`src/rtl/ccx_pkg.sv`:
```
package ccx_pkg;
  localparam int COND_W = 4;
  localparam int GRP_W  = COND_W - 1;

  // Pair groups: the upper three condition bits select a predicate, the low bit inverts it
  localparam logic [GRP_W-1:0] GRP_ZERO  = 3'd0;
  localparam logic [GRP_W-1:0] GRP_CARRY = 3'd1;
  localparam logic [GRP_W-1:0] GRP_NEG   = 3'd2;
  localparam logic [GRP_W-1:0] GRP_OVF   = 3'd3;
  localparam logic [GRP_W-1:0] GRP_UHI   = 3'd4;
  localparam logic [GRP_W-1:0] GRP_SGE   = 3'd5;
  localparam logic [GRP_W-1:0] GRP_SGT   = 3'd6;
  localparam logic [GRP_W-1:0] GRP_FIXED = 3'd7;

  typedef struct packed {
    logic n;
    logic z;
    logic c;
    logic v;
  } flags_t;
endpackage

```
`src/rtl/ccx_predicate.sv`:
```
module ccx_predicate
  import ccx_pkg::*;
(
  input  logic [COND_W-1:0] cond_i,
  input  flags_t            flags_i,
  output logic              pass_o
);
  logic [GRP_W-1:0] grp;
  logic             invert;
  logic             base;
  logic             signs_agree;

  assign grp         = cond_i[COND_W-1:1];
  assign invert      = cond_i[0];
  assign signs_agree = ~(flags_i.n ^ flags_i.v);

  always_comb begin
    case (grp)
      GRP_ZERO:  base = flags_i.z;
      GRP_CARRY: base = flags_i.c;
      GRP_NEG:   base = flags_i.n;
      GRP_OVF:   base = flags_i.v;
      GRP_UHI:   base = flags_i.c & ~flags_i.z;
      GRP_SGE:   base = signs_agree;
      GRP_SGT:   base = signs_agree & ~flags_i.z;
      default:   base = 1'b1;
    endcase
  end

  // The fixed group (always/never) uses the same inversion as the others
  assign pass_o = base ^ invert;
endmodule

```
`src/rtl/ccx_stage.sv`:
```
module ccx_stage #(
  parameter int          W         = 1,
  parameter logic [W-1:0] RESET_VAL = '0
) (
  input  logic         clk,
  input  logic         rst,
  input  logic [W-1:0] d_i,
  output logic [W-1:0] q_o
);
  always_ff @(posedge clk) begin
    if (rst) q_o <= RESET_VAL;
    else     q_o <= d_i;
  end
endmodule

```
`src/rtl/ccx_gate.sv`:
```
module ccx_gate
  import ccx_pkg::*;
(
  input  logic              clk,
  input  logic              rst,
  input  logic [COND_W-1:0] cond_i,
  input  logic              flag_n_i,
  input  logic              flag_z_i,
  input  logic              flag_c_i,
  input  logic              flag_v_i,
  input  logic              instr_valid_i,
  output logic              exec_o,
  output logic              exec_q_o
);
  flags_t flags;
  logic   pass;
  logic   qualified;

  assign flags = '{n: flag_n_i, z: flag_z_i, c: flag_c_i, v: flag_v_i};

  ccx_predicate pred_i (
    .cond_i  (cond_i),
    .flags_i (flags),
    .pass_o  (pass)
  );

  assign exec_o    = pass;
  assign qualified = instr_valid_i & pass;

  ccx_stage #(.W(1), .RESET_VAL(1'b0)) stage_i (
    .clk (clk),
    .rst (rst),
    .d_i (qualified),
    .q_o (exec_q_o)
  );

  assert_zero_pair_R1: assert property (@(posedge clk) disable iff (rst)
    (cond_i[COND_W-1:1] == 3'd0) |-> (exec_o == (flag_z_i ^ cond_i[0])));
  assert_unsigned_hi_R5: assert property (@(posedge clk) disable iff (rst)
    (cond_i == 4'b1000) |-> (exec_o == (flag_c_i && !flag_z_i)));
  assert_signed_ge_R6: assert property (@(posedge clk) disable iff (rst)
    (cond_i == 4'b1010) |-> (exec_o == (flag_n_i == flag_v_i)));
  assert_signed_le_R7: assert property (@(posedge clk) disable iff (rst)
    (cond_i == 4'b1101) |-> (exec_o == (flag_z_i || (flag_n_i != flag_v_i))));
  assert_always_R8: assert property (@(posedge clk) disable iff (rst)
    (cond_i == 4'b1110) |-> exec_o);
  assert_never_R9: assert property (@(posedge clk) disable iff (rst)
    (cond_i == 4'b1111) |-> !exec_o);
  assert_reg_follow_R10: assert property (@(posedge clk) disable iff (rst)
    1'b1 |=> (exec_q_o == $past(instr_valid_i && exec_o)));
  assert_reset_clear_R11: assert property (@(posedge clk)
    $past(rst) |-> !exec_q_o);
endmodule

```
`config.mk`:
```
export PLATFORM = sky130hd
export DESIGN_NAME = ccx_gate
export DESIGN_NICKNAME = d
export VERILOG_FILES = /design/src/rtl/ccx_pkg.sv /design/src/rtl/ccx_predicate.sv /design/src/rtl/ccx_stage.sv /design/src/rtl/ccx_gate.sv
export SDC_FILE = /design/constraint.sdc
export NUM_CORES = 1
export LEC_CHECK = 0
export ABC_AREA = 0
export BUFFER_PORTS_ARGS = -buffer_cell sky130_fd_sc_hd__buf_2
export CORE_AREA = 2 2 39 41
export CTS_BUF_LIST = sky130_fd_sc_hd__clkbuf_4
export CTS_CLUSTER_SIZE = 40
export DETAILED_ROUTE_END_ITERATION = 16
export DIE_AREA = 0 0 41 43
export MAX_ROUTING_LAYER = met4
export PLACE_DENSITY = 0.32
export SYNTH_ARGS = -nofsm -noshare
export SYNTH_HDL_FRONTEND = slang
export SYNTH_SLANG_ARGS = --single-unit
```
`constraint.sdc`:
```
create_clock -name clk -period 1.5 [get_ports clk]
set_clock_uncertainty 0.2 [all_clocks]
set_input_delay 0.225 -clock clk [delete_from_list [all_inputs] [get_ports clk]]
set_output_delay 0.225 -clock clk [all_outputs]
set_load 0.005 [all_outputs]
```
==> results of run 1 <==
## metal layers
layer	vias up	share of wire, %
li1	92	-
met3	0	18
met4	0	0
met1	79	45
met2	13	38
met5	-	0
## power breakdown
part | internal, W | leakage, nW | switching (W) | total [W]
logic | 0.0000446 | 0.117 | 0.0000273 | 0.0000719
clock network | 0 | 0 | 0 | 0
registers | 0.0000290 | 0.00822 | 0.000000407 | 0.0000294
total | 0.0000736 | 0.125 | 0.0000277 | 0.000101
## per-stage QoR
| step | hold slack [ns] | instances |
|---|---|---|
| final | 0.314 | 47 |
| after global routing | 0.349 | 47 |
| after CTS | 0.317 | 47 |
| after detailed placement | 0.314 | 47 |
| after global placement | 0.316 | 47 |
| after floorplan | 0.187 | 16 |
## worst paths after layout
check                          from          end  slack (ns)  depth (start not counted)
worst max-delay path      cond_i[2]       exec_o       -0.15                          6
worst min-delay path  instr_valid_i  stage_i.q_o        0.31                          3
## layout make-up
type / count / share of cell area, %
sequential: 1 / 7.27
multi-input combinational: 15 / 51.8
timing repair buffer: 15 / 33.6
tap: 16 / 7.27
## logic make-up (layout without fill, tap and decap cells)
kind of cell              count (synthesis)  count (layout)  synth area share (%)
DFF                                       1               1                  12.9
AOI/OAI and AO/OA                         3               3                  22.6
muxes                                     3               3                  20.2
xor gates and xnor gates                  2               2                  11.3
and+or+nand+nor                           7               7                  33.1
buffers and inverters                     0              15                     0
## worst max-delay path, delay by kind of cell
family | cells | cell delay (ns)
muxes | 2 | 0.45
buffers and inverters | 2 | 0.23
xor gates and xnor gates | 1 | 0.16
AOI/OAI and AO/OA | 1 | 0.14
## what timing repair did
| action | CTS | global route |
|---|---|---|
| resized for setup | 4 | 1 |
| buffers inserted | 0 | 0 |
| pin swaps | 2 | 2 |
| endpoints found under the setup margin | 2 | 2 |
==> Flow_metrics.wiki, run 1 <==
{| class="wikitable"
! Metric !! Value
|-
| MaxCap Viol Count || 0
|-
| Final cell utilization of the core || 19.9%
|-
| Finish-stage setup viols || 2
|-
| IO Port Bufs || 12
|-
| Horizontal extent of the die || about 41 µm
|-
| Clock slew seen by the registers of the worst setup and hold paths || 0 ns
|-
| Power per cell area || 368 nW/µm²
|-
| Die Y-Extent || about 43 µm
|-
| Number of warning messages in the yosys log || 0
|-
| Most common cell after layout, fill and taps aside || sky130_fd_sc_hd__buf_2
|-
| Type of the worst setup path || input port to primary output
|-
| Register with the most flip-flops || stage_i.q_o
|-
| Total Routed Length || approximately 400 µm
|-
| Area of all placed cells without fillers || between 200 and 300 µm²
|-
| Number of enable flip-flop cells after synthesis || 0
|-
| GR Layer Usage met2 || ~7.2%
|-
| Die area || around 1800 µm²
|-
| Total power || between 0.0001 and 0.00015 W
|-
| Post-placement setup slack || -0.199 ns
|-
| Number of flip-flops and latches in the synthesized netlist || 1
|-
| Top cells by area in the synthesized netlist || sky130_fd_sc_hd__dfxtp_1, sky130_fd_sc_hd__mux2i_1, sky130_fd_sc_hd__o2111ai_2
|-
| Fill cell count || 156
|-
| Iteration count of the initial detailed-routing pass || 2
|-
| Maximum vdd ir drop || around 0.15 mV
|-
| Sequential fraction of the synthesis area || approximately an eighth
|-
| Antenna violations before repair || 0
|-
| Most frequent cell after synthesis || sky130_fd_sc_hd__mux2i_1
|-
| Failing checks || setup timing
|-
| Number of DRC markers in iteration 0 || 1
|-
| Detailed-route wire length per cell || 8.51 µm
|-
| Net count after synthesis || 27
|-
| Met1 Track Usage GR || 6.37%
|-
| Std-Cell Core Area || 1380 µm²
|-
| Crit path capture type || primary output
|-
| Synthesized instance count || 16
|-
| Setup repair after global routing missed its margin || yes
|-
| Post-route setup slack || -0.147 ns
|-
| Mean instance size in the synthesized netlist || 9.70 µm²
|-
| Hold Buf Count CTS || 0
|-
| DRC violations left || 0
|-
| Total I/O pin count || 13
|-
| Post-synth ARST share || 0%
|-
| Via count of the first global-routing pass || roughly 160
|-
| Slowest cell on crit path || sky130_fd_sc_hd__mux2_4
|-
| Area of combinational cells with multiple inputs || 143 µm²
|-
| Total overflow reported by the global router || 0
|-
| Count of unique library cells instantiated by Yosys || 15
|-
| Final weighted congestion of routability-driven global placement || 0.556
|-
| Detailed-route via count || approximately 180
|-
| Number of nets with antenna violations after routing || 0
|-
| Met3 Track Usage GR || 0%
|-
| Slew at the pin with the worst max-slew slack || 0.217 ns
|-
| Yosys top cell area share || between 10 and 15%
|-
| Max FFs per register || 1
|-
| Synthesis-to-layout area growth || 77.4%
|-
| Final worst path period share || 110%
|-
| Final total negative setup slack || -0.157 ns
|-
| Via density per instance || 3.91
|-
| Post-synthesis instance area || 155 µm²
|-
| Initial cell density of the core || roughly 11%
|-
| Top_reg_cell synth || sky130_fd_sc_hd__dfxtp_1
|-
| Final critical delay including setup and external delays || between 1.5 and 2 ns
|-
| GRT Max-Usage Layer || met2
|-
| Critical path, cell by cell || buf_8 -> mux2_4 -> mux2i_2 -> o2111ai_2 -> xor2_1 -> buf_2
|-
| Critical Path Max Stage Delay || 0.29 ns
|-
| Commonest cells after routing, fill and taps aside || sky130_fd_sc_hd__buf_2, sky130_fd_sc_hd__buf_4
|-
| Arrival time reported for the critical path endpoint || around 1.2 ns
|-
| Antenna cells || 0
|-
| Number of nets in the final layout || 44
|-
| Hold crit path type || input port to flop
|-
| Global-route usage over all layers || 4.41%
|-
| Worst slew margin relative to its limit || a little under nine tenths
|-
| Library cell with the largest summed area after synthesis || sky130_fd_sc_hd__dfxtp_1
|-
| Critical path startpoint category || input port
|-
| Combined flip-flop and latch cell area || around 20 µm²
|-
| Area after DPL || around 260 µm²
|-
| Critical path required time || 1.07 ns
|-
| Final max-slew violation count || 0
|-
| Number of hold violations in the final report || 0
|-
| Ratio of cells with drive above 1 in the final layout || a little under three quarters
|-
| P_leak || approximately 0.13 nW
|-
| Row Count || 14
|-
| First-pass GRT wire length || between 500 and 600 µm
|-
| Outcome || finished with violations
|-
| Largest regs || stage_i.q_o: 1 flops
|-
| Crit path max fanout || 5
|-
| Pin count of the biggest net entering global routing || 6
|-
| Maximum frequency from static timing analysis || between 0.6 and 0.7 GHz
|}
Power figures use the tool's default switching activity.
==> run 2: changes to the inputs <==
==> constraint.sdc (replaced) <==
create_clock -name clk -period 2.1 [get_ports clk]
set_clock_uncertainty 0.2 [all_clocks]
set_input_delay 0.315 -clock clk [delete_from_list [all_inputs] [get_ports clk]]
set_output_delay 0.315 -clock clk [all_outputs]
set_load 0.005 [all_outputs]
==> run 2 against run 1 <==
The flow now finishes without violations. Worst hold slack gained 0.090 ns. Routed wire length fell by 6.8%. Highest routed layer unchanged. Sequential cell count stayed put. Combinational power shrank 44%. Utilization fell by 2.9 points. Via count fell by 6.0%. Cell count decreased by 6.4%. Sequential share of layout area up 1.2 points. Critical path depth unchanged. Total power shrank 39%. Final area is 15% lower. Worst setup slack better by 0.37 ns.
==> Flow_metrics.wiki, run 2 (synthesized netlist as in run 1, its figures left out) <==
{| class="wikitable"
! Metric !! Value
|-
| Critical path startpoint category || input port
|-
| Via density per instance || 3.93 (+0.43%)
|-
| Quantity of gates resized following cts || 0 (-4)
|-
| Detailed-route via count || 173 (-6.0%)
|-
| Crit path capture type || primary output
|-
| Register with the most flip-flops || stage_i.q_o
|-
| Die area || 1760 µm² (unchanged)
|-
| Number of DRC markers in iteration 0 || 1 (unchanged)
|-
| Max FFs per register || 1 (unchanged)
|-
| Antenna violations before repair || 0 (unchanged)
|-
| Number of instances in the placed design || 44 (-6.4%)
|-
| MaxCap Viol Count || 0 (unchanged)
|-
| Pin count of the biggest net entering global routing || 6 (unchanged)
|-
| Slew at the pin with the worst max-slew slack || 0.226 ns (+0.00824 ns)
|-
| Initial cell density of the core || 11.2% (unchanged)
|-
| Slowest cell on crit path || sky130_fd_sc_hd__mux2_1
|-
| Clock slew seen by the registers of the worst setup and hold paths || 0 ns (unchanged)
|-
| Final critical delay including setup and external delays || around 1.9 ns
|-
| Die Y-Extent || 43 µm (unchanged)
|-
| Total Routed Length || 373 µm (-6.8%)
|-
| Number of hold violations in the final report || 0 (unchanged)
|-
| Type of the worst setup path || input port to primary output
|-
| Critical Path Max Stage Delay || 0.32 ns (+0.03 ns)
|-
| Critical path, cell by cell || buf_2 -> mux2_1 -> mux2i_1 -> o2111ai_2 -> xor2_1 -> buf_2
|-
| IO Port Bufs || 12 (unchanged)
|-
| Worst slew margin relative to its limit || 85.0% (-0.52 points)
|-
| Maximum vdd ir drop || 0.112 mV (-26%)
|-
| Horizontal extent of the die || 41 µm (unchanged)
|-
| Area of all placed cells without fillers || 235 µm² (-15%)
|-
| Number of standard cells in the final layout excluding fillers || 44 (-6.4%)
|-
| HP Start || instr_valid_i
|-
| Finish-stage setup viols || 0 (-2)
|-
| Arrival time reported for the critical path endpoint || 1.36 ns (+0.14 ns)
|-
| Final weighted congestion of routability-driven global placement || 0.538 (-3.3%)
|-
| Outcome || finished clean
|-
| Global-route usage over all layers || 4.41% (unchanged)
|-
| Total overflow reported by the global router || 0 (unchanged)
|-
| Fill cell count || 158 (+1.3%)
|-
| Final worst hold slack || 0.404 ns (+0.0904 ns)
|-
| Cell type group with the largest total delay on the critical path || multiplexers
|-
| Std-Cell Core Area || 1380 µm² (unchanged)
|-
| Setup repair after global routing missed its margin || no
|-
| Crit path max fanout || 5 (unchanged)
|-
| Post-CTS setup buffers || 0 (unchanged)
|-
| Iteration count of the initial detailed-routing pass || 2 (unchanged)
|-
| Power per cell area || 262 nW/µm² (-29%)
|-
| Final cell utilization of the core || 17.0% (-2.9 points)
|-
| Maximum frequency from static timing analysis || ~0.53 GHz
|-
| Hold crit path type || input port to flop
|-
| Antenna cells || 0 (unchanged)
|-
| Row Count || 14 (unchanged)
|-
| DRC violations left || 0 (unchanged)
|-
| Worst hold stages || 3 (unchanged)
|-
| Commonest cells after routing, fill and taps aside || sky130_fd_sc_hd__buf_2, sky130_fd_sc_hd__mux2i_1
|-
| Final max-slew violation count || 0 (unchanged)
|-
| Area after DPL || 235 µm² (-8.7%)
|-
| Final total negative setup slack || 0 ns (+0.157 ns)
|-
| Most frequent cell on the critical path || sky130_fd_sc_hd__buf_2
|-
| Number of nets in the final layout || 41 (-6.8%)
|-
| Largest regs || stage_i.q_o: 1 flops
|-
| Hold Buf Count CTS || 0 (unchanged)
|-
| Synthesis-to-layout area growth || 51.6%
|-
| First-pass GRT wire length || 579 µm (-2.4%)
|-
| Critical path buffer and inverter count || 2 (unchanged)
|-
| Total I/O pin count || 13 (unchanged)
|-
| Final worst path period share || roughly 89%
|-
| Critical path required time || 1.58 ns (+0.51 ns)
|-
| Number of nets with antenna violations after routing || 0 (unchanged)
|-
| Via count of the first global-routing pass || 157 (-4.3%)
|-
| Detailed-route wire length per cell || 8.48 µm (-0.39%)
|-
| P_leak || 0.105 nW (-17%)
|-
| Most common cell after layout, fill and taps aside || sky130_fd_sc_hd__buf_2
|-
| Ratio of cells with drive above 1 in the final layout || 60.7% (-10 points)
|-
| End point of the worst hold path || stage_i.q_o
|}
## run 2: cell types whose count changed in the layout (fill, tap and decap cells not counted)
cell / previous run / this run
sky130_fd_sc_hd__buf_2: 11 / 12
sky130_fd_sc_hd__buf_4: 3 / 0
sky130_fd_sc_hd__buf_8: 1 / 0
sky130_fd_sc_hd__mux2_1: 0 / 1
sky130_fd_sc_hd__mux2_4: 1 / 0
sky130_fd_sc_hd__mux2i_1: 1 / 2
sky130_fd_sc_hd__mux2i_2: 1 / 0
## run 2: layout make-up
cell class | instances | area (µm²) | area share (%)
repair buffers | 12 | 60.1 | 25.5
multi-input cells | 15 | 135 | 57.4
well taps | 16 | 20.0 | 8.51
flip-flops and latches | 1 | 20.0 | 8.51
## run 2: worst max path at each step
stage	start	end	slack, ns	depth (start not counted)
3_5_place_dp	cond_i[2]	exec_o	0.21	6
5_1_grt	cond_i[2]	exec_o	0.13	6
3_3_place_gp	cond_i[2]	exec_o	0.23	6
2_1_floorplan	cond_i[2]	exec_o	0.51	4
4_1_cts	cond_i[2]	exec_o	0.21	6
6_report	cond_i[2]	exec_o	0.23	6
## run 2: stage by stage
step	setup WS (ns)	power, W
global placement	0.227	0.0000606
CTS	0.208	0.0000622
finish	0.225	0.0000616
global route	0.135	0.0000665
floorplan	0.510	0.0000417
detailed placement	0.212	0.0000618
## run 2: worst min-delay path, delay by kind of cell
family	cells	cell delay [ns]
multiplexers	1	0.06
buffers and inverters	1	0.10
AND/OR/NAND/NOR	1	0.07
## run 2: report_power, final
group	internal, W	total (W)	leakage (nW)	switching, W
Combinational	0.0000228	0.0000406	0.0965	0.0000178
Sequential	0.0000207	0.0000210	0.00822	0.000000324
Clock	0	0	0	0
## run 2: metal layers
layer / track usage, % / wire length, µm / vias up
li1: - / - / 87
met4: 0 / 0 / 0
met5: - / 0 / -
met1: 5.41 / 165 / 73
met3: 0 / 71 / 0
met2: 8.13 / 137 / 13
==> run 3: changes to the inputs <==
--- a/config.mk
+++ b/config.mk
@@ -13,7 +13,7 @@
 export DETAILED_ROUTE_END_ITERATION = 16
 export DIE_AREA = 0 0 41 43
 export MAX_ROUTING_LAYER = met4
-export PLACE_DENSITY = 0.32
+export PLACE_DENSITY = 0.33
 export SYNTH_ARGS = -nofsm -noshare
 export SYNTH_HDL_FRONTEND = slang
 export SYNTH_SLANG_ARGS = --single-unit
==> constraint.sdc (replaced) <==
create_clock -name clk -period 1.7 [get_ports clk]
set_clock_uncertainty 0.2 [all_clocks]
set_input_delay 0.255 -clock clk [delete_from_list [all_inputs] [get_ports clk]]
set_output_delay 0.255 -clock clk [all_outputs]
set_load 0.005 [all_outputs]
==> run 3 against run 2 <==
The run now ends with setup timing left. Worst hold slack worse by 0.042 ns. Critical endpoint unchanged. Via count up 9.8%. Critical path depth unchanged. Largest cell class unchanged.
==> Flow_metrics.wiki, run 3 (synthesized netlist as in run 1, its figures left out) <==
{| class="wikitable"
! Metric !! Value
|-
| Switching component of the power || 0.0000257 W (+42%)
|-
| Die area || 1760 µm² (unchanged)
|-
| Most common cell after layout, fill and taps aside || sky130_fd_sc_hd__buf_2
|-
| Slew at the pin with the worst max-slew slack || 0.260 ns (+0.0346 ns)
|-
| End point of the worst hold path || stage_i.q_o
|-
| Met1 Track Usage GR || 7.01% (+1.6 points)
|-
| Critical path, cell by cell || buf_8 -> mux2_4 -> mux2i_2 -> o2111ai_2 -> xor2_1 -> buf_2
|-
| Number of nets with antenna violations after routing || 0 (unchanged)
|-
| Detailed-route wire length per cell || 10.5 µm (+23%)
|-
| First-pass GRT wire length || 745 µm (+29%)
|-
| Outcome || finished with violations
|-
| Register with the most flip-flops || stage_i.q_o
|-
| GR Layer Usage met2 || 11.6% (+3.4 points)
|-
| Part of the power in registers || 29.1% (-5.0 points)
|-
| Std-Cell Core Area || 1380 µm² (unchanged)
|-
| Crit path capture type || primary output
|-
| Number of standard cells in the final layout excluding fillers || 46 (+4.5%)
|-
| Critical path required time || 1.24 ns (-0.34 ns)
|-
| Finish-stage setup viols || 1 (+1)
|-
| Setup repair after global routing missed its margin || yes
|-
| Crit path max fanout || 5 (unchanged)
|-
| Commonest cells after routing, fill and taps aside || sky130_fd_sc_hd__buf_2, sky130_fd_sc_hd__buf_4
|-
| Number of hold violations in the final report || 0 (unchanged)
|-
| Power per cell area || 333 nW/µm² (+27%)
|-
| HP Start || rst
|-
| Failing checks || setup timing
|-
| P_leak || 0.121 nW (+15%)
|-
| Clock slew seen by the registers of the worst setup and hold paths || 0 ns (unchanged)
|-
| Final weighted congestion of routability-driven global placement || 0.466 (-13%)
|-
| Cell-internal power || 0.0000635 W (+46%)
|-
| Worst slew margin relative to its limit || 82.6% (-2.3 points)
|-
| Final critical delay including setup and external delays || 1.72 ns
|-
| Global-route usage over all layers || 6.05% (+1.6 points)
|-
| Hold crit path type || input port to flop
|-
| Via density per instance || 4.13 (+5.1%)
|-
| Number of nets in the final layout || 43 (+4.9%)
|-
| Die Y-Extent || 43 µm (unchanged)
|-
| Iteration count of the initial detailed-routing pass || 1 (-1)
|-
| Type of the worst setup path || input port to primary output
|-
| Met3 Track Usage GR || 0% (unchanged)
|-
| Total Routed Length || 481 µm (+29%)
|-
| DRC violations left || 0 (unchanged)
|-
| Number of instances in the placed design || 45 (+2.3%)
|-
| Detailed Place HPWL || roughly 430 µm
|-
| Synthesis-to-layout area growth || 72.6%
|-
| Maximum frequency from static timing analysis || about 0.58 GHz
|-
| Critical path startpoint category || input port
|-
| Logic pwr share || 70.9% (+5.0 points)
|-
| Pin count of the biggest net entering global routing || 6 (unchanged)
|-
| Detailed-route via count || 190 (+9.8%)
|-
| Area of all placed cells without fillers || 268 µm² (+14%)
|-
| Final worst path period share || 101%
|-
| Worst hold stages || 3 (unchanged)
|-
| GRT Max-Usage Layer || met2
|-
| Switching power share of the total || 28.8% (-0.62 points)
|-
| IO Port Bufs || 12 (unchanged)
|-
| Critical Path Max Stage Delay || 0.29 ns (-0.03 ns)
|-
| Antenna violations before repair || 0 (unchanged)
|-
| Maximum vdd ir drop || 0.113 mV (+0.71%)
|-
| Area after DPL || 243 µm² (+3.2%)
|-
| Row Count || 14 (unchanged)
|-
| Initial cell density of the core || 11.2% (unchanged)
|-
| Largest regs || stage_i.q_o: 1 flops
|-
| Max FFs per register || 1 (unchanged)
|-
| MaxCap Viol Count || 0 (unchanged)
|-
| Arrival time reported for the critical path endpoint || 1.27 ns (-0.09 ns)
|-
| Total I/O pin count || 13 (unchanged)
|-
| Post-route setup slack || -0.0205 ns (-0.246 ns)
|-
| Antenna cells || 0 (unchanged)
|-
| Hold Buf Count CTS || 0 (unchanged)
|-
| Total overflow reported by the global router || 0 (unchanged)
|-
| Number of DRC markers in iteration 0 || 0 (-1)
|-
| Via count of the first global-routing pass || 190 (+21%)
|-
| Clk pwr share || 0% (unchanged)
|-
| Horizontal extent of the die || 41 µm (unchanged)
|-
| Ratio of cells with drive above 1 in the final layout || 70.0% (+9.3 points)
|-
| Slowest cell on crit path || sky130_fd_sc_hd__mux2_4
|-
| Final max-slew violation count || 0 (unchanged)
|}
==> run 3: power groups by stage <==
stage | clock [W] | combinational (W) | sequential [W]
after floorplan | 0 | 0.0000254 | 0.0000262
after global placement | 0 | 0.0000509 | 0.0000259
after detailed placement | 0 | 0.0000537 | 0.0000260
after CTS | 0 | 0.0000626 | 0.0000260
after global routing | 0 | 0.0000696 | 0.0000260
final | 0 | 0.0000633 | 0.0000259
==> run 3: per-stage QoR <==
step	util [%]	hold slack [ns]	setup TNS [ns]	total power, W	setup WS [ns]
final	19.3	0.362	-0.0205	0.0000892	-0.0205
after floorplan	-	0.217	0	0.0000515	0.230
after CTS	19.1	0.371	-0.0549	0.0000886	-0.0549
after global routing	19.3	0.395	-0.0831	0.0000956	-0.0831
after global placement	17.5	0.337	-0.0530	0.0000767	-0.0530
after detailed placement	17.5	0.371	-0.109	0.0000797	-0.109
==> run 3: how the worst max path moves through the flow <==
stage	cells past startpoint	startpoint	end
final	6	cond_i[2]	exec_o
after global routing	6	cond_i[2]	exec_o
after CTS	6	cond_i[2]	exec_o
after detailed placement	6	cond_i[2]	exec_o
after global placement	6	cond_i[2]	exec_o
after floorplan	4	cond_i[2]	exec_o
==> run 3: cell type report <==
type	count	area, µm²
tap	16	20.0
sequential	1	20.0
fill	159	1120
timing repair buffer	14	85.1
multi-input combinational	15	143
==> run 3: critical path, delay by kind of cell <==
kind | cells | cell delay (ns)
buffers and inverters | 2 | 0.23
muxes | 2 | 0.45
AOI/OAI and AO/OA | 1 | 0.15
xor gates and xnor gates | 1 | 0.17
==> run 3: repair_timing <==
item,CTS,global route
buffers inserted,1,0
setup endpoints to repair,1,1
resized for setup,4,1
pin swaps,2,2
==> run 3: routing by layer <==
metal / routed length [µm] / share of wire, %
met1: 166 / 35
met2: 255 / 53
met4: 0 / 0
met5: 0 / 0
met3: 59 / 12
